File: src/rtl/atmr_pkg.sv
package atmr_pkg;

    localparam int ADDR_W = 3;

    // register bus addresses
    localparam logic [ADDR_W-1:0] A_CTRL   = 3'd0;
    localparam logic [ADDR_W-1:0] A_COUNT  = 3'd1;
    localparam logic [ADDR_W-1:0] A_CLEAR  = 3'd2;
    localparam logic [ADDR_W-1:0] A_ALARM0 = 3'd3;
    localparam logic [ADDR_W-1:0] A_PSEL   = 3'd5;
    localparam logic [ADDR_W-1:0] A_CLKCTL = 3'd6;

    // status word bit positions
    localparam int B_OVF   = 0;
    localparam int B_PER   = 8;
    localparam int B_ALM   = 16;
    localparam int B_BUSY  = 24;
    localparam int B_RDY   = 25;
    localparam int B_CBUSY = 28;
    localparam int B_CRDY  = 29;

    // field offsets inside written data
    localparam int F_TSEL  = 8;
    localparam int F_PSTEP = 8;

endpackage

File: src/rtl/atmr_prescaler.sv
module atmr_prescaler #(
    parameter int PRE_W = 16,
    parameter int NSEL  = 3,
    localparam int SEL_W = $clog2(PRE_W)
) (
    input  logic                       clk,
    input  logic                       rst_n,
    input  logic                       run_i,
    input  logic [NSEL-1:0][SEL_W-1:0] sel_i,
    output logic [NSEL-1:0]            rise_o
);

    typedef struct packed {
        logic [PRE_W-1:0] pre;
    } pre_st_t;

    pre_st_t st_d, st_q;

    always_comb begin
        st_d = st_q;
        if (run_i) st_d.pre = st_q.pre + 1'b1;
    end

    // one rising-bit detector per selector
    for (genvar g = 0; g < NSEL; g++) begin : g_tap
        assign rise_o[g] = run_i & ~st_q.pre[sel_i[g]] & st_d.pre[sel_i[g]];
    end

    always_ff @(posedge clk or negedge rst_n) begin
        if (!rst_n) st_q <= '0;
        else        st_q <= st_d;
    end

endmodule

File: src/rtl/atmr_wsync.sv
module atmr_wsync #(
    parameter int STAGES = 2,
    parameter int DW     = 32
) (
    input  logic          clk,
    input  logic          rst_n,
    input  logic          req_i,
    input  logic [DW-1:0] data_i,
    output logic          busy_o,
    output logic          apply_o,
    output logic [DW-1:0] data_o
);

    typedef struct packed {
        logic [STAGES-1:0] sh;
        logic [DW-1:0]     hold;
    } sync_st_t;

    sync_st_t st_d, st_q;

    always_comb begin
        st_d    = st_q;
        st_d.sh = (st_q.sh << 1) | STAGES'(req_i);
        if (req_i) st_d.hold = data_i;
    end

    assign busy_o  = |st_q.sh;
    assign apply_o = st_q.sh[STAGES-1];
    assign data_o  = st_q.hold;

    always_ff @(posedge clk or negedge rst_n) begin
        if (!rst_n) st_q <= '0;
        else        st_q <= st_d;
    end

endmodule

File: src/rtl/async_timer.sv
module async_timer
    import atmr_pkg::*;
#(
    parameter int CNT_W       = 32,
    parameter int PRE_W       = 16,
    parameter int NUM_ALARM   = 2,
    parameter int NUM_PERIOD  = 2,
    parameter int SYNC_STAGES = 2
) (
    input  logic              clk,
    input  logic              rst_n,
    input  logic              wr_en,
    input  logic [ADDR_W-1:0] wr_addr,
    input  logic [CNT_W-1:0]  wr_data,
    output logic [31:0]       status_o,
    output logic [CNT_W-1:0]  count_o
);

    localparam int SEL_W  = $clog2(PRE_W);
    localparam int NSEL   = 1 + NUM_PERIOD;
    localparam int PEND_W = ADDR_W + CNT_W;
    localparam logic [ADDR_W-1:0] A_ALM_END = ADDR_W'(int'(A_ALARM0) + NUM_ALARM);

    typedef struct packed {
        logic                                 run;
        logic [SEL_W-1:0]                     tsel;
        logic                                 clken;
        logic [CNT_W-1:0]                     cnt;
        logic [NUM_ALARM-1:0][CNT_W-1:0]      alarm;
        logic [NUM_PERIOD-1:0][SEL_W-1:0]     psel;
        logic                                 ovf;
        logic [NUM_PERIOD-1:0]                per;
        logic [NUM_ALARM-1:0]                 alm;
        logic                                 rdy;
        logic                                 crdy;
    } tmr_st_t;

    tmr_st_t st_d, st_q;

    logic                        t_busy, t_apply, t_req;
    logic [PEND_W-1:0]           t_pend;
    logic                        c_busy, c_apply, c_req;
    logic                        c_pend;
    logic [NSEL-1:0][SEL_W-1:0]  sel_vec;
    logic [NSEL-1:0]             rise;
    logic                        cfg_hit, clr_hit, load, tick, ovf_ev;
    logic [ADDR_W-1:0]           p_addr;
    logic [CNT_W-1:0]            p_data, cnt_inc;
    logic [NUM_ALARM-1:0]        alm_ev;

    // ---------------- bus side request decode ----------------
    always_comb begin
        cfg_hit = (wr_addr == A_CTRL) || (wr_addr == A_COUNT) || (wr_addr == A_PSEL) ||
                  ((wr_addr >= A_ALARM0) && (wr_addr < A_ALM_END));
        t_req   = wr_en && cfg_hit && !t_busy;
        c_req   = wr_en && (wr_addr == A_CLKCTL) && !c_busy;
        clr_hit = wr_en && (wr_addr == A_CLEAR) && !t_busy;
    end

    atmr_wsync #(.STAGES(SYNC_STAGES), .DW(PEND_W)) u_cfg_sync (
        .clk     (clk),
        .rst_n   (rst_n),
        .req_i   (t_req),
        .data_i  ({wr_addr, wr_data}),
        .busy_o  (t_busy),
        .apply_o (t_apply),
        .data_o  (t_pend)
    );

    atmr_wsync #(.STAGES(SYNC_STAGES), .DW(1)) u_clk_sync (
        .clk     (clk),
        .rst_n   (rst_n),
        .req_i   (c_req),
        .data_i  (wr_data[0]),
        .busy_o  (c_busy),
        .apply_o (c_apply),
        .data_o  (c_pend)
    );

    // ---------------- prescaler taps ----------------
    always_comb begin
        sel_vec[0] = st_q.tsel;
        for (int i = 0; i < NUM_PERIOD; i++) sel_vec[i+1] = st_q.psel[i];
    end

    atmr_prescaler #(.PRE_W(PRE_W), .NSEL(NSEL)) u_pre (
        .clk    (clk),
        .rst_n  (rst_n),
        .run_i  (st_q.run && st_q.clken),
        .sel_i  (sel_vec),
        .rise_o (rise)
    );

    // ---------------- next-state logic ----------------
    always_comb begin
        st_d    = st_q;
        p_addr  = t_pend[PEND_W-1 -: ADDR_W];
        p_data  = t_pend[CNT_W-1:0];
        load    = t_apply && (p_addr == A_COUNT);
        tick    = rise[0];
        cnt_inc = st_q.cnt + 1'b1;
        ovf_ev  = tick && !load && (&st_q.cnt);

        if (load)      st_d.cnt = p_data;
        else if (tick) st_d.cnt = cnt_inc;

        // sticky flags: set event wins over clear
        st_d.ovf = (st_q.ovf && !(clr_hit && wr_data[B_OVF])) || ovf_ev;
        for (int i = 0; i < NUM_PERIOD; i++) begin
            st_d.per[i] = (st_q.per[i] && !(clr_hit && wr_data[B_PER+i])) || rise[i+1];
        end
        for (int i = 0; i < NUM_ALARM; i++) begin
            alm_ev[i]   = tick && !load && (cnt_inc == st_q.alarm[i]);
            st_d.alm[i] = (st_q.alm[i] && !(clr_hit && wr_data[B_ALM+i])) || alm_ev[i];
        end
        st_d.rdy  = (st_q.rdy  && !(clr_hit && wr_data[B_RDY]))  || t_apply;
        st_d.crdy = (st_q.crdy && !(clr_hit && wr_data[B_CRDY])) || c_apply;

        // synchronized configuration lands when busy falls
        if (t_apply) begin
            if (p_addr == A_CTRL) begin
                st_d.run  = p_data[0];
                st_d.tsel = p_data[F_TSEL +: SEL_W];
            end
            for (int i = 0; i < NUM_ALARM; i++) begin
                if (p_addr == ADDR_W'(int'(A_ALARM0) + i)) st_d.alarm[i] = p_data;
            end
            if (p_addr == A_PSEL) begin
                for (int i = 0; i < NUM_PERIOD; i++) st_d.psel[i] = p_data[F_PSTEP*i +: SEL_W];
            end
        end
        if (c_apply) st_d.clken = c_pend;
    end

    always_ff @(posedge clk or negedge rst_n) begin
        if (!rst_n) st_q <= '0;
        else        st_q <= st_d;
    end

    // ---------------- outputs ----------------
    always_comb begin
        status_o        = '0;
        status_o[B_OVF] = st_q.ovf;
        for (int i = 0; i < NUM_PERIOD; i++) status_o[B_PER+i] = st_q.per[i];
        for (int i = 0; i < NUM_ALARM; i++)  status_o[B_ALM+i] = st_q.alm[i];
        status_o[B_BUSY]  = t_busy;
        status_o[B_RDY]   = st_q.rdy;
        status_o[B_CBUSY] = c_busy;
        status_o[B_CRDY]  = st_q.crdy;
    end

    assign count_o = st_q.cnt;

endmodule

File: config.mk
export PLATFORM = sky130hd
export DESIGN_NAME = async_timer
export DESIGN_NICKNAME = d
export VERILOG_FILES = /design/src/rtl/atmr_pkg.sv /design/src/rtl/atmr_prescaler.sv /design/src/rtl/atmr_wsync.sv /design/src/rtl/async_timer.sv
export SDC_FILE = /design/constraint.sdc
export NUM_CORES = 1
export LEC_CHECK = 0
export BUFFER_PORTS_ARGS = -buffer_cell sky130_fd_sc_hd__buf_2
export CAP_MARGIN = 20
export CORE_MARGIN = 8
export CORE_UTILIZATION = 45
export CTS_BUF_LIST = sky130_fd_sc_hd__clkbuf_16
export DETAILED_ROUTE_END_ITERATION = 16
export PLACE_DENSITY_LB_ADDON = 0.25
export SLEW_MARGIN = 20
export SYNTH_ARGS = -nofsm -noshare
export SYNTH_HDL_FRONTEND = slang
export SYNTH_SLANG_ARGS = --single-unit
File: constraint.sdc
create_clock -name clk -period 3.7 [get_ports clk]
set_clock_uncertainty 0.05 [all_clocks]
set_input_delay 0.74 -clock clk [delete_from_list [all_inputs] [get_ports clk]]
set_output_delay 0.74 -clock clk [all_outputs]
set_load 0.005 [all_outputs]
# After elaboration in Yosys (flattened, before gate mapping)
# Cells that the tools add are included.
# Widths: inputs -> output; s select.
[op_classes]
n_addsub = 2
n_lt_le_gt_ge = 5
eq_ne = 10
muxes = 15
bitwise_logic = 11
reduce_logical = 57
[op_table]
columns = ["op", "n"]
rows = [
  ["$eq 32x32->1", 2],
  ["$mux 32", 2],
  ["$add 32x1->32 const B", 1],
  ["$reduce_and 32->1", 1],
  ["$logic_and 1x1->1", 27],
  ["$bmux 1 s4", 6],
  ["$add 16x1->16 const B", 1],
  ["$mux 16", 1],
  ["$lt 4x5->1 const B", 3],
  ["$eq 3x3->1 const B", 4],
  ["$logic_not 1->1", 10],
  ["$logic_or 1x1->1", 10],
  ["$reduce_and 2->1", 4],
  ["$and 1x1->1", 6],
  ["$eq 3x1->1 const B", 2],
  ["$eq 3x2->1 const B", 2],
  ["$logic_not 3->1", 2],
  ["$mux 1", 6],
  ["$or 2x1->2", 2],
  ["$reduce_or 2->1", 2],
  ["$ge 3x2->1 const B", 1],
  ["$lt 3x3->1 const B", 1],
  ["$not 1->1", 3],
  ["$reduce_bool 2->1", 1],
]
[word_totals]
register_bits = 173
in_bits = 38
out_inout_bits = 64
word_cells = 118

# Depth between registers and ports, before layout
[logic_depth]
depth_word = 8
ltp_mapped = 12

# Modules after synthesis
# A second synthesis with hierarchy kept.
[hier_totals]
hier_cells = 1002
area_unflattened_um2 = 10632.7
[by_module_without_submodules]
columns = ["mod", "instances", "cells_each", "area_per_inst_um2", "seq_area_each_um2"]
rows = [
  ["async_timer", 1, 735, 7308.3, 2927.8],
  ["atmr_prescaler", 1, 185, 1717.9, 400.4],
  ["atmr_wsync (u_cfg_sync)", 1, 77, 1510.2, 925.9],
  ["atmr_wsync (u_clk_sync)", 1, 5, 96.3, 75.1],
]

# Worst setup path before layout
# OpenSTA, ideal clock, no wires.
[synth_path]
kind = "reg-to-reg"
from = "reg st_q[116] (netlist name)"
to = "reg st_q (netlist bit count_o[8])"
setup_time_ps = 82
t_arrival_ps = 2795
required_ps = 3568
path_slack_ps = 773
path_stages_with_launch = 9
period_less_slack_ps = 2927
path_cell_list = "dfrtp_1 nand4_1 nor4_1 mux2_2 a211oi_1 a311oi_4 a21o_4 or4_1 a31oi_1"
[synth_between]
elab_chain_cells = 6
word_cells_on_any_way = 7
[synth_lines]
columns = ["element", "line_no", "text"]
rows = [
  ["from (decl)", "async_timer.sv:38", "tmr_st_t st_d, st_q;"],
  ["from (signal assigned)", "async_timer.sv:137", "else st_q <= st_d;"],
  ["$logic_and 1x1->1 (*)", "async_timer.sv:89", ".run_i (st_q.run && st_q.clken),"],
  ["$mux 16", "atmr_prescaler.sv:21", "if (run_i) st_d.pre = st_q.pre + 1'b1;"],
  ["$bmux 1 s4", "atmr_prescaler.sv:26", "assign rise_o[g] = run_i & ~st_q.pre[sel_i[g]] & st_d.pre[sel_i[g]];"],
  ["$mux 1 (not written as such)", "atmr_prescaler.sv:26", ""],
  ["$and 1x1->1 (*)", "atmr_prescaler.sv:26", ""],
  ["$reduce_bool 2->1 (no line) (*)", "--", ""],
]
# Mark *: on every way between the ends. The rest lies on a longest branch, timed or not. The select of a mux whose other input is x is not followed.
# A chain may end at the register's enable or synchronous reset.

==> reports/summary.txt <==
Cells after Synth - 1072
PD cells - 756 mW/mm²
later-pin clock latency in the skew report - 0.44 ns
crit start category - flip-flop
Final setup viols - 0
nets - 1141
Post-Route WL - 29.0 mm
Remaining Overflow, GRT - 0
switching power - 3.52 mW
Final TNS setup - 0 ns
die height - 169 µm
WP data arrival - 3.73 ns
register area share after synthesis - 40.9%
# port buffers - 78
syn_area_per_cell - 9.87 µm²
top-area cell type share of the netlist area - 40.9%
Crit. End Element - flip-flop
die area - 0.0287 mm²
post-synth top area cell - dfrtp_1
Slew @ Worst Pin - 0.814 ns
P_int - 5.19 mW
Final Max Tran Viols - 0
Seq pwr share - 42.1%
routability cong. - 0.952
Fin. Hold Viols - 0
VDD IR max - 0.311 mV
Initial Util - 45.5%
share of flip-flops with an asynchronous set or reset - 100%
CTS tree - built
FMAX - 0.293 GHz
MaxCap Viol Count - 0
Setup CP Type - reg -> reg
Synth Cell Area - 0.0106 mm²
status - complete, no violations
first-pass GRT wire length - 46.5 mm
clk root buf - clkbuf_16
CP Max Fanout - 8
drt initial violations - 721
largest net degree at the start of global routing - 71
P&R area growth vs syn - 8.90%
Pwr Total - 8.71 mW
Combinational Power Share - 38.3%
CTS buffer count - 17
clk buf depth - 2
largest cells by area after synthesis - dfrtp_1 41%, mux2_2 12%, xnor2_1 6.7%, buf_4 4.8%, nand2_1 2.6%
HPWL after DPL - 21.4 mm
DR pass1 iterations - 5
Worst-path clk slew - 0.07 ns
Hold Crit Class - in -> async
Crit path required time - 4.02 ns
DRC - 0
# fillers - 2247
# diodes - 0
Core ar. - 0.0233 mm²
Clock Sinks - 173
Rows - 56
vias in the first global route - 7980
Max-slew headroom - 45.6%
fin crit share - 92.1%
vias - 8223
Routed WL per cell - 20.2 µm
leakage - 4.65 nW
Tmin final - 3.41 ns
switch share - 40.4%
die width - 169 µm
top_reg_cell synth - dfrtp_1
Yosys reg bits - 173
clock power share - 19.6%
Via density - 5.74
synth cell count leaders - 173 x dfrtp_1, 110 x mux2_2, 81 x xnor2_1
IO Pins - 102
Tot GR Track Use - 20.7%
RSZ-0062 raised after global routing - no
Final Cell Area - 0.0115 mm²
Post-synth EDFFs - 0
fraction of layout cells with a size suffix above 1 - 25.2%
initial antenna violation count - 0
post-synth cell types - 79
DP Area - 0.0110 mm²
YS warnings - 0
count leader, synth - dfrtp_1
Final ANT Viol Nets - 0
H-tree lvl count - 4
-- critical path, cell delays in order (launching register included) --
cell	delay (ns)
dfrtp_1	0.47
ha_1	0.37
nand4_1	0.32
nor4_2	0.52
nand3_1	0.21
xor2_1	0.18
a2111o_1	0.41
a2111oi_0	0.39
and4_1	0.26
a31o_2	0.16
-- layout by cell type (no fill, tap or decap), drive strengths merged, types with 7 or more instances in the layout --
master,Yosys,layout
a211oi,13,13
a21oi,21,21
a311oi,7,7
a31oi,25,25
and2,9,9
and4,8,8
buf,90,115
clkbuf,37,17
conb,1,23
dfrtp,173,173
inv,19,22
mux2,111,111
mux2i,8,8
nand2,74,74
nand2b,9,9
nand3,41,41
nand4,22,22
nor2,65,65
nor3,30,30
nor3b,9,9
nor4,17,17
o21ai,56,56
or3,29,29
or4,9,9
xnor2,81,81
xor2,31,31
-- repair_timing --
item                                    4_1_cts  5_1_grt
endpoints found under the setup margin        0        2
gates resized for setup                       0        2
hold buffers                                  0        0
setup buffers                                 0        0
-- cell families (layout without fill, tap and decap cells) --
logic type	Yosys count	in the layout	share of synthesized area, %
muxes	120	120	12.8
buffers and inverters	146	165	8.17
other	1	23	0.0354
xor gates and xnor gates	112	112	9.27
and+or+nand+nor	347	347	17.4
adders and majority gates	2	2	0.236
AOI/OAI and AO/OA	171	171	11.1
DFF	173	173	40.9
-- cell type report --
cell class                      instances  area [µm²]  area share [%]
Multi-Input combinational cell        775        5500            47.8
Sequential cell                       173        4330            37.6
Timing Repair Buffer                  115         674            5.85
Clock buffer                           17         425            3.69
Tap cell                              319         399            3.46
Clock inverter                         14         121            1.05
Inverter                               19        71.3           0.619
-- state kept, by name, summed over array words and instances (netlist names) --
register	cells
u_clk_sync.apply_o	1
sel_vec	12
u_cfg_sync.apply_o	1
u_clk_sync.data_o	1
u_cfg_sync.st_q	1
st_q	66
u_clk_sync.st_q	1
u_cfg_sync.data_o	35
count_o	32
status_o	7
u_pre.st_q	16
-- worst paths after layout --
kind                                         startpoint                           end  slack, ns  depth (start not counted)
hold reg to reg            u_clk_sync.st_q[1]$_DFF_PN0_  u_clk_sync.apply_o$_DFF_PN0_       0.33                          0
min in group clk           u_clk_sync.st_q[1]$_DFF_PN0_  u_clk_sync.apply_o$_DFF_PN0_       0.33                          0
hold / removal                                    rst_n       u_pre.st_q[7]$_DFF_PN0_       0.26                          1
setup / recovery                 count_o[0]$_DFFE_PN0P_        status_o[17]$_DFF_PN0_       0.29                          9
setup reg to reg                 count_o[0]$_DFFE_PN0P_        status_o[17]$_DFF_PN0_       0.29                          9
max in group asynchronous                         rst_n          st_q[71]$_DFFE_PN0P_       2.40                          2
-- power groups by stage --
stage	clock (mW)	sequential (mW)	combinational [mW]
floorplan	0	3.14	2.89
global placement	0	3.66	3.27
detailed placement	0	3.68	3.31
CTS	1.75	3.65	3.34
global route	1.83	3.79	3.65
finish	1.71	3.67	3.33
-- metal layers --
metal | vias up | GRT usage [%] | part of all wire [%]
met5 | - | 0 | 0
li1 | 3811 | - | -
met3 | 41 | 3.61 | 5.6
met1 | 4097 | 29.1 | 46
met4 | 0 | 7.04 | 2.2
met2 | 274 | 31.6 | 46
-- per-stage QoR --
step | hold slack, ns | setup WS, ns | std cells | util [%]
after floorplan | 0.296 | 0.773 | 1094 | -
after global placement | 0.300 | 0.294 | 1401 | 47.1
after detailed placement | 0.311 | 0.252 | 1401 | 47.1
after CTS | 0.277 | 0.225 | 1432 | 49.5
after global routing | 0.308 | 0.0164 | 1432 | 49.5
final | 0.262 | 0.291 | 1432 | 49.5
Power figures use the tool's default switching activity.
